`src/rtl/irqb_pkg.sv`:
```
package irqb_pkg;

  // Register select, taken from byte address bits [4:2].
  typedef enum logic [2:0] {
    SEL_EN   = 3'd0,
    SEL_RAW  = 3'd1,
    SEL_MSK  = 3'd2,
    SEL_CLR  = 3'd3,
    SEL_MODE = 3'd4,
    SEL_BOTH = 3'd5,
    SEL_POL  = 3'd6,
    SEL_DATA = 3'd7
  } reg_sel_e;

  localparam int unsigned SEL_LSB = 2;
  localparam int unsigned MAP_BITS = 5;

endpackage

```
`src/rtl/irqb_sampler.sv`:
```
module irqb_sampler #(
  parameter int NCH      = 8,
  parameter bit USE_SLOW = 1'b0
) (
  input  logic           clk,
  input  logic           rst_n,
  input  logic           slow_clk,
  input  logic [NCH-1:0] pin_i,
  output logic [NCH-1:0] cur_o,
  output logic [NCH-1:0] prev_o,
  output logic           fresh_o
);

  logic [NCH-1:0] meta_q, sync_q;
  logic [2:0]     slow_q;
  logic           strobe;

  // Two-flop synchronisers for the lines and for the slow clock.
  always_ff @(posedge clk or negedge rst_n) begin
    if (!rst_n) begin
      meta_q <= '0;
      sync_q <= '0;
      slow_q <= '0;
    end else begin
      meta_q <= pin_i;
      sync_q <= meta_q;
      slow_q <= {slow_q[1:0], slow_clk};
    end
  end

  // Sample instant: every cycle, or a synchronised slow rising edge.
  always_comb begin
    strobe = USE_SLOW ? (slow_q[1] & ~slow_q[2]) : 1'b1;
  end

  always_ff @(posedge clk or negedge rst_n) begin
    if (!rst_n) begin
      cur_o   <= '0;
      prev_o  <= '0;
      fresh_o <= 1'b0;
    end else begin
      fresh_o <= strobe;
      if (strobe) begin
        cur_o  <= sync_q;
        prev_o <= cur_o;
      end
    end
  end

  // the history only moves at a sample instant.
  a_r10_history_moves_on_sample: assert property (@(posedge clk) disable iff (!rst_n)
    !fresh_o |-> (cur_o == $past(cur_o)) || $past(fresh_o) || $past(!rst_n));

endmodule

```
`src/rtl/irqb_detect.sv`:
```
module irqb_detect #(
  parameter int NCH = 8
) (
  input  logic           clk,
  input  logic           rst_n,
  input  logic [NCH-1:0] cur_i,
  input  logic [NCH-1:0] prev_i,
  input  logic           fresh_i,
  input  logic [NCH-1:0] mode_i,
  input  logic [NCH-1:0] both_i,
  input  logic [NCH-1:0] pol_i,
  input  logic [NCH-1:0] clr_i,
  output logic [NCH-1:0] raw_o
);

  for (genvar g = 0; g < NCH; g++) begin : g_line
    logic rise, fall, edge_hit, level_hit, set_now;

    always_comb begin
      rise      = cur_i[g] & ~prev_i[g];
      fall      = ~cur_i[g] & prev_i[g];
      edge_hit  = fresh_i & ~mode_i[g] &
                  (both_i[g] ? (rise | fall) : (pol_i[g] ? rise : fall));
      level_hit = mode_i[g] & ~(cur_i[g] ^ pol_i[g]);
      set_now   = edge_hit | level_hit;
    end

    // A new event wins over a clear in the same cycle.
    always_ff @(posedge clk or negedge rst_n) begin
      if (!rst_n)         raw_o[g] <= 1'b0;
      else if (set_now)   raw_o[g] <= 1'b1;
      else if (clr_i[g])  raw_o[g] <= 1'b0;
    end

    // a set bit survives until a clear is written.
    a_r6_sticky_until_clear: assert property (@(posedge clk) disable iff (!rst_n)
      raw_o[g] && !clr_i[g] |=> raw_o[g]);

    // any transition in both-edge mode sets the bit.
    a_r4_both_edge_sets: assert property (@(posedge clk) disable iff (!rst_n)
      fresh_i && !mode_i[g] && both_i[g] && (cur_i[g] != prev_i[g]) |=> raw_o[g]);

    // an active level keeps the bit set.
    a_r5_level_holds: assert property (@(posedge clk) disable iff (!rst_n)
      mode_i[g] && (cur_i[g] == pol_i[g]) |=> raw_o[g]);

    // in edge mode nothing new appears without a fresh sample.
    a_r3_no_edge_without_sample: assert property (@(posedge clk) disable iff (!rst_n)
      !raw_o[g] && !fresh_i && !mode_i[g] |=> !raw_o[g]);
  end

endmodule

```
`src/rtl/irqb_regs.sv`:
```
module irqb_regs
  import irqb_pkg::*;
#(
  parameter int NCH = 8,
  parameter int AW  = 5,
  parameter int DW  = 32
) (
  input  logic           clk,
  input  logic           rst_n,
  input  logic           wr_i,
  input  logic [AW-1:0]  addr_i,
  input  logic [DW-1:0]  wdata_i,
  output logic [DW-1:0]  rdata_o,
  input  logic [NCH-1:0] raw_i,
  input  logic [NCH-1:0] data_i,
  output logic [NCH-1:0] mode_o,
  output logic [NCH-1:0] both_o,
  output logic [NCH-1:0] pol_o,
  output logic [NCH-1:0] clr_o,
  output logic           irq_o
);

  logic [NCH-1:0] en_q, masked;
  reg_sel_e       sel;
  logic           in_map, wr_hit;

  always_comb begin
    sel    = reg_sel_e'(addr_i[SEL_LSB +: 3]);
    in_map = (addr_i[1:0] == 2'b00) && ((addr_i >> MAP_BITS) == '0);
    wr_hit = wr_i & in_map;
  end

  always_ff @(posedge clk or negedge rst_n) begin
    if (!rst_n) begin
      en_q   <= '0;
      mode_o <= '0;
      both_o <= '0;
      pol_o  <= '0;
    end else if (wr_hit) begin
      case (sel)
        SEL_EN:   en_q   <= wdata_i[NCH-1:0];
        SEL_MODE: mode_o <= wdata_i[NCH-1:0];
        SEL_BOTH: both_o <= wdata_i[NCH-1:0];
        SEL_POL:  pol_o  <= wdata_i[NCH-1:0];
        default:  ;
      endcase
    end
  end

  always_comb begin
    clr_o  = (wr_hit && sel == SEL_CLR) ? wdata_i[NCH-1:0] : '0;
    masked = raw_i & en_q;
    irq_o  = |masked;
  end

  always_comb begin
    rdata_o = '0;
    if (in_map) begin
      case (sel)
        SEL_EN:   rdata_o[NCH-1:0] = en_q;
        SEL_RAW:  rdata_o[NCH-1:0] = raw_i;
        SEL_MSK:  rdata_o[NCH-1:0] = masked;
        SEL_MODE: rdata_o[NCH-1:0] = mode_o;
        SEL_BOTH: rdata_o[NCH-1:0] = both_o;
        SEL_POL:  rdata_o[NCH-1:0] = pol_o;
        SEL_DATA: rdata_o[NCH-1:0] = data_i;
        default:  rdata_o = '0;
      endcase
    end
  end

  if (DW > NCH) begin : g_spare
    logic unused_wbits;
    assign unused_wbits = ^wdata_i[DW-1:NCH];
  end

  // a request needs at least one enabled line.
  a_r7_irq_needs_enable: assert property (@(posedge clk) disable iff (!rst_n)
    irq_o |-> (en_q != '0));

  // the clear register never reads back a value.
  a_r6_clear_reads_zero: assert property (@(posedge clk) disable iff (!rst_n)
    (in_map && sel == SEL_CLR) |-> (rdata_o == '0));

endmodule

```
`src/rtl/edge_level_irq_bank.sv`:
```
module edge_level_irq_bank #(
  parameter int NCH      = 8,
  parameter int AW       = 5,
  parameter int DW       = 32,
  parameter bit USE_SLOW = 1'b0
) (
  input  logic           clk,
  input  logic           rst_n,
  input  logic           slow_clk,
  input  logic [NCH-1:0] pin_i,
  input  logic           reg_wr,
  input  logic [AW-1:0]  reg_addr,
  input  logic [DW-1:0]  reg_wdata,
  output logic [DW-1:0]  reg_rdata,
  output logic           irq_o
);

  logic [NCH-1:0] cur, prev, mode, both, pol, clr, raw;
  logic           fresh;

  irqb_sampler #(.NCH(NCH), .USE_SLOW(USE_SLOW)) u_sampler (
    .clk(clk), .rst_n(rst_n), .slow_clk(slow_clk), .pin_i(pin_i),
    .cur_o(cur), .prev_o(prev), .fresh_o(fresh)
  );

  irqb_detect #(.NCH(NCH)) u_detect (
    .clk(clk), .rst_n(rst_n), .cur_i(cur), .prev_i(prev), .fresh_i(fresh),
    .mode_i(mode), .both_i(both), .pol_i(pol), .clr_i(clr), .raw_o(raw)
  );

  irqb_regs #(.NCH(NCH), .AW(AW), .DW(DW)) u_regs (
    .clk(clk), .rst_n(rst_n), .wr_i(reg_wr), .addr_i(reg_addr),
    .wdata_i(reg_wdata), .rdata_o(reg_rdata), .raw_i(raw), .data_i(cur),
    .mode_o(mode), .both_o(both), .pol_o(pol), .clr_o(clr), .irq_o(irq_o)
  );

endmodule

```
`config.mk`:
```
export PLATFORM = sky130hd
export DESIGN_NAME = edge_level_irq_bank
export DESIGN_NICKNAME = d
export VERILOG_FILES = /design/src/rtl/irqb_pkg.sv /design/src/rtl/irqb_sampler.sv /design/src/rtl/irqb_detect.sv /design/src/rtl/irqb_regs.sv /design/src/rtl/edge_level_irq_bank.sv
export SDC_FILE = /design/constraint.sdc
export NUM_CORES = 1
export LEC_CHECK = 0
export ABC_AREA = 0
export BUFFER_PORTS_ARGS = -buffer_cell sky130_fd_sc_hd__buf_4
export CAP_MARGIN = 5
export CORE_MARGIN = 1.5
export CORE_UTILIZATION = 54
export CTS_BUF_LIST = sky130_fd_sc_hd__clkbuf_16
export DETAILED_ROUTE_END_ITERATION = 16
export HOLD_SLACK_MARGIN = 0.02
export PLACE_DENSITY = 0.8
export SYNTH_ARGS = -nofsm -noshare
export SYNTH_HDL_FRONTEND = slang
export SYNTH_HIERARCHICAL = 1
export SYNTH_SLANG_ARGS = --single-unit
```
`constraint.sdc`:
```
create_clock -name clk -period 1.9 [get_ports clk]
set_input_delay 0.38 -clock clk [delete_from_list [all_inputs] [get_ports clk]]
set_output_delay 0.38 -clock clk [all_outputs]
set_load 0.05 [all_outputs]
```
==> After elaboration in Yosys (flattened, before gate mapping) <==
Cells that the tools add are included.
{ "word_totals": {"reg_bits": 73, "input_bits": 49, "output_inout_bits": 33, "wordCells": 173} }
{ "classes": {"n_eq_ne": 7, "n_mux": 35, "bitwise_logic": 98, "n_reduce_logical": 16} }
{ "ops": {"columns": ["cell", "n"], "rows": [
  ["8-bit one-hot mux with 7 select lines", 1],
  ["1-bit bitwise AND", 41],
  ["1-bit two-way mux", 32],
  ["1-bit inverter", 32],
  ["8-bit two-way mux", 2],
  ["1-bit OR", 16],
  ["2-bit nonzero test", 8],
  ["3-bit == test (second input constant)", 4],
  ["8-bit bitwise AND", 1],
  ["2-bit AND reduction", 4],
  ["8-bit OR reduction", 1],
  ["1-bit bitwise XOR", 8],
  ["3-bit by 2-bit == test with 1-bit output (second input constant)", 2],
  ["3-bit by 1-bit == test with 1-bit output (second input constant)", 1],
  ["3-bit zero test", 1],
  ["2-bit zero test", 1],
  ["1-bit logical AND", 1]
]} }

==> Longest topological paths before layout <==
{ "logic_depth": {"depth_word": 7, "depth_mapped": 8, "mapped_depth_nobuf": 6} }

==> Cells and area by module <==
The synthesis kept the hierarchy.
{ "modules_own_cells": {"columns": ["module", "instances", "cells_per_inst", "area_per_inst_um2", "seq_area_each_um2"], "rows": [
  ["irqb_regs", 1, 167, 2042.0, 800.8],
  ["irqb_detect", 1, 105, 865.8, 200.2],
  ["irqb_sampler", 1, 34, 829.5, 825.8]
]} }

==> Least setup slack after synthesis <==
Ideal clock, no wire load.
{ "synth_path": {"kind": "input -> output", "start": "input port reg_addr[2]", "end": "output port reg_rdata[0]", "arrival_time_ps": 2268, "required_time_ps": 1520, "path_slack_ps": -748, "cell_stages": 5, "path_buffers": 2, "cell_sequence": "buf_6 -> buf_8 -> nor2b_4 -> a211o_4 -> a211oi_1"} }
{ "synth_between": {"elab_chain_cells": 3, "word_cells_on_any_way": 9, "classes_between": "eq/ne: 6; mux: 2; reduce/logical: 1"} }
{ "synth_lines": {"columns": ["item", "line", "rtl"], "rows": [
  ["start: declaration", "edge_level_irq_bank.sv:12", "input logic [AW-1:0] reg_addr,"],
  ["3-bit == test, or another cell as far along", "irqb_regs.sv:59", "case (sel)"],
  ["8-bit one-hot mux with 7 select lines *", "irqb_regs.sv:59", null],
  ["8-bit two-way mux *", "irqb_regs.sv:58", "if (in_map) begin"],
  ["end: declaration", "edge_level_irq_bank.sv:14", "output logic [DW-1:0] reg_rdata,"]
]} }
Every way passes the cells marked *; elsewhere a longest branch is shown, timed or not.

==> Final worst setup path <==
{ "layout_path": {"start": "register u_regs.mode_o[0]", "end": "output port reg_rdata[0]"} }
{ "layout_between": {"elab_chain_cells": 2} }
{ "layout_lines": {"columns": ["item", "line", "rtl"], "rows": [
  ["start: declaration", "irqb_regs.sv:16", "output logic [NCH-1:0] mode_o,"],
  ["start signal: assignment", "irqb_regs.sv:42", "SEL_MODE: mode_o <= wdata_i[NCH-1:0];"],
  ["8-bit one-hot mux with 7 select lines", "irqb_regs.sv:59", null],
  ["8-bit two-way mux", "irqb_regs.sv:58", null]
]} }
Every way passes these cells.

==> impl_summary.log <==
[metrics] setup violators final: 8
[metrics] dominant combinational cell family by area after synthesis: multiplexers
[metrics] signal arrival time at the worst endpoint: about 1.6 ns
[metrics] Core ar.: between 0.006 and 0.007 sq mm
[metrics] largest net degree at the start of global routing: 32
[metrics] P per Cell Area: 919.5 mW/mm^2
[metrics] violated checks: setup timing
[metrics] Inserted Diodes: 0
[metrics] Die Height: 86.19 um
[metrics] destination of the worst register-to-register timing path: u_detect/raw_o[4]
[metrics] register-to-register path setup slack: 0.56 ns
[metrics] Final WS setup: -0.07444 ns
[metrics] capturing instance or port of the critical path: reg_rdata[0]
[metrics] Hold Crit Class: in -> reg
[metrics] final routed wire length divided by cell count: 16.10 um
[metrics] CTS clk-pin slew, worst paths: 0.05 ns
[metrics] total count of max-transition violations in the final report: 0
[metrics] post-layout utilization of the core: around 70%
[metrics] number of cells produced by synthesis: 306
[metrics] fin crit period: 1.974 ns
[metrics] number of core rows: 30
[metrics] Total Routed Length: 7521 um
[metrics] TritonCTS clock tree: built
[metrics] relative area change from synthesis to final layout: 26.75%
[metrics] P_leak: around 2.2 nW
[metrics] global-route wire length before repair: 12,400 um
[metrics] share of the cycle needed by the critical path after routing: 103.9%
[metrics] Fin Clk Skew: 0.002967 ns
[metrics] clk sink count: 73
[metrics] remaining global-route overflow: 0
[metrics] DR pass1 iterations: 4
[metrics] area of the mapped netlist: 0.003737 sq mm
[metrics] post-synthesis simple-gate area fraction: 11.32%
[metrics] HPWL after detailed placement: approximately 4700 um
[metrics] synthesized flop and latch total: 73
[metrics] number of top-level pins: 82
[metrics] post-route total power: 0.004356 W
[metrics] worst skew pair latency: approximately 0.33 ns
[metrics] CTS Buf Count: 9
[metrics] final hold violations: 0
[metrics] Chip Width: between 80 and 90 um
[metrics] Yosys warning total: 6
[metrics] H-tree levels: 3
[metrics] antenna violations before repair: 0
[metrics] share of the synthesized area in compound gates (AO/OA/AOI/OAI): 8.838%
[metrics] CP required: 1.52 ns
[metrics] via count of the first global-routing pass: 2,464
[metrics] Via density: 5.343
[metrics] total global-route track usage: between 20% and 30%
[metrics] share of synthesized cell area in full adder, half adder and majority cells: 5.357%
[metrics] maximum buffer depth of the clock tree: 2
[metrics] upper clock frequency limit: 0.5065 GHz
[metrics] routability congestion estimate: 0.7815
[metrics] maximum VDD drop: 0.0007089 V
[metrics] logic depth of the worst register-to-register path: 6
[metrics] Worst Path Class, Setup: reg -> out
[metrics] sequential share of the synthesized area: 48.88%
[metrics] critical path endpoint category: output port
[metrics] proportion of synthesized area in mux cells: 15.10%
[metrics] Avg Cell Area, Syn: 12.21 sq um
[metrics] reg-to-reg startpoint: u_sampler/cur_o[4]
[metrics] kind of start point of the critical path: flop
[metrics] drt drc: 0
[metrics] Total Die Area: around 0.0074 sq mm
[metrics] Cell variety after synth: 38
[metrics] setup repair after global routing missed its margin: yes
[metrics] DR iter-0 viols: 228
[metrics] number of buffer cells added on primary ports: 32
[metrics] Root Buffer: sky130_fd_sc_hd__clkbuf_16
[metrics] via count: 2,495
[metrics] status: finished, violations left
[metrics] ratio of cells with drive above 1 in the final layout: between 30% and 40%
[metrics] share of the synthesized netlist area taken by xor and xnor gates: 1.875%
[metrics] remaining antenna violation count: 0
[metrics] effective utilization at floorplan: 55.31%
[metrics] startpoint of the most critical setup path: u_regs/mode_o[0]
[metrics] number of nets in the layout: 447
[metrics] max-capacitance violation count: 0
[metrics] maximum net fanout on the critical path: 4
==> metal layers <==
layer	up-vias	part of all wire, %	GRT usage [%]
li1	1175	-	-
met1	1232	45	31.09
met2	75	48	34.43
met3	13	5.0	6.000
met4	0	2.0	8.211
met5	-	0	0
==> synthesized netlist by cell type <==
| master | count | area, sq um |
|---|---|---|
| sky130_fd_sc_hd__a22o_1 | 1 | 8.760 |
| sky130_fd_sc_hd__buf_6 | 2 | 22.52 |
| sky130_fd_sc_hd__ha_1 | 16 | 200.2 |
| sky130_fd_sc_hd__nand3_1 | 1 | 5.000 |
| sky130_fd_sc_hd__nor2_1 | 9 | 33.78 |
| sky130_fd_sc_hd__mux2i_1 | 2 | 20.02 |
| sky130_fd_sc_hd__a31oi_1 | 2 | 12.51 |
| sky130_fd_sc_hd__nor2b_1 | 16 | 100.1 |
| sky130_fd_sc_hd__and3b_1 | 1 | 8.760 |
| sky130_fd_sc_hd__and2_1 | 9 | 56.30 |
| sky130_fd_sc_hd__nor3_2 | 1 | 10.01 |
| sky130_fd_sc_hd__clkbuf_1 | 2 | 7.510 |
| sky130_fd_sc_hd__buf_8 | 1 | 15.01 |
| sky130_fd_sc_hd__a32oi_1 | 7 | 61.31 |
| sky130_fd_sc_hd__xnor2_1 | 8 | 70.07 |
| sky130_fd_sc_hd__a21oi_1 | 9 | 45.04 |
| sky130_fd_sc_hd__nand3_2 | 2 | 20.02 |
| sky130_fd_sc_hd__nor2b_4 | 1 | 13.76 |
| sky130_fd_sc_hd__nand2_1 | 8 | 30.03 |
| sky130_fd_sc_hd__a22oi_1 | 2 | 15.01 |
| sky130_fd_sc_hd__or3_1 | 1 | 6.260 |
| sky130_fd_sc_hd__buf_4 | 25 | 187.7 |
| sky130_fd_sc_hd__buf_2 | 3 | 15.01 |
| sky130_fd_sc_hd__mux4_1 | 7 | 183.9 |
| sky130_fd_sc_hd__mux2_2 | 32 | 360.4 |
| sky130_fd_sc_hd__a211oi_1 | 15 | 112.6 |
| sky130_fd_sc_hd__inv_1 | 18 | 67.56 |
| sky130_fd_sc_hd__a221oi_1 | 1 | 8.760 |
| sky130_fd_sc_hd__and2b_1 | 1 | 7.510 |
| sky130_fd_sc_hd__nand3b_1 | 8 | 60.06 |
| sky130_fd_sc_hd__dfrtp_1 | 73 | 1827 |
| sky130_fd_sc_hd__and4_1 | 2 | 17.52 |
| sky130_fd_sc_hd__o21ai_1 | 8 | 40.04 |
| sky130_fd_sc_hd__a211o_4 | 1 | 17.52 |
| sky130_fd_sc_hd__conb_1 | 2 | 7.510 |
| sky130_fd_sc_hd__a211o_1 | 1 | 8.760 |
| sky130_fd_sc_hd__nand2b_1 | 7 | 43.79 |
| sky130_fd_sc_hd__nor4bb_1 | 1 | 10.01 |
==> power breakdown <==
part / switching (W) / leakage [nW] / total (W) / internal [W]
Clock: 0.000603 / 0.136 / 0.00146 / 0.000856
Sequential: 0.000122 / 0.865 / 0.00186 / 0.00173
Combinational: 0.000536 / 1.17 / 0.00104 / 0.000505
Total: 0.00126 / 2.18 / 0.00436 / 0.00310
==> cells in the final DEF, fill, tap and decap left out, types with 9 or more instances in the layout <==
cell,netlist,routed
sky130_fd_sc_hd__nor2b_1,16,16
sky130_fd_sc_hd__buf_4,25,60
sky130_fd_sc_hd__ha_1,16,16
sky130_fd_sc_hd__a21oi_1,9,9
sky130_fd_sc_hd__and2_1,9,9
sky130_fd_sc_hd__dfrtp_1,73,73
sky130_fd_sc_hd__inv_1,18,20
sky130_fd_sc_hd__conb_1,2,25
sky130_fd_sc_hd__mux2_2,32,32
sky130_fd_sc_hd__buf_6,2,9
sky130_fd_sc_hd__clkbuf_16,0,9
==> layout make-up <==
cell class / instances / area, sq um
fill: 458 / 2019
sequential: 73 / 1827
multi-input combinational: 205 / 1826
timing repair buffer: 75 / 661.9
clock buffer: 9 / 225.2
tap: 80 / 100.1
inverter: 18 / 67.56
clock inverter: 7 / 30.03
==> stage by stage <==
step	std cells	setup TNS, ns	setup slack, ns	area (sq um)	hold WS, ns
2_1_floorplan	329	-0.9502	-0.1331	3936	0.08441
3_3_place_gp	429	-0.6686	-0.1098	4227	0.3257
5_1_grt	467	-0.5971	-0.1291	4737	0.1402
3_5_place_dp	429	-0.7241	-0.1178	4227	0.3259
4_1_cts	463	-0.4442	-0.08275	4688	0.1430
6_report	467	-0.2798	-0.07444	4737	0.1530
==> worst min path at each step <==
stage,startpoint,depth (start not counted),to
detailed placement,rst_n,1,u_sampler/meta_q[6]
global placement,rst_n,1,u_sampler/meta_q[6]
floorplan,rst_n,0,u_detect/raw_o[0]
global route,pin_i[1],1,u_sampler/meta_q[1]
CTS,pin_i[3],1,u_sampler/meta_q[3]
finish,pin_i[0],1,u_sampler/meta_q[0]
==> sequential cells by signal, summed over array words and instances (netlist names) <==
signal,flops
u_detect/raw_o,8
u_regs/both_o,8
u_regs/en_q,8
u_regs/mode_o,8
u_regs/pol_o,8
u_sampler/cur_o,8
u_sampler/meta_q,8
u_sampler/prev_o,8
u_sampler/sync_q,8
u_sampler/fresh_o,1
==> logic make-up after synthesis <==
kind of cell               Yosys count
DFF                                 73
other                                2
and+or+nand+nor                     68
buffers and inverters               51
adders and majority gates           16
muxes                               41
xor gates and xnor gates             8
AOI/OAI and AO/OA                   47
==> critical path, stage by stage (launching register included) <==
cell and delay (ns):
sky130_fd_sc_hd__dfrtp_1 0.41, sky130_fd_sc_hd__mux4_2 0.51, sky130_fd_sc_hd__nor2_4 0.12, sky130_fd_sc_hd__a211oi_4 0.06, sky130_fd_sc_hd__buf_6 0.16
==> what timing repair did <==
item                                    4_1_cts  5_1_grt
hold endpoints to repair                     26        0
endpoints found under the setup margin        9        9
setup buffers                                17        4
pin swaps                                    14        6
hold buffers                                  1        0
resized for setup                            32        3
No activity file was read; power rests on OpenSTA's default activity.
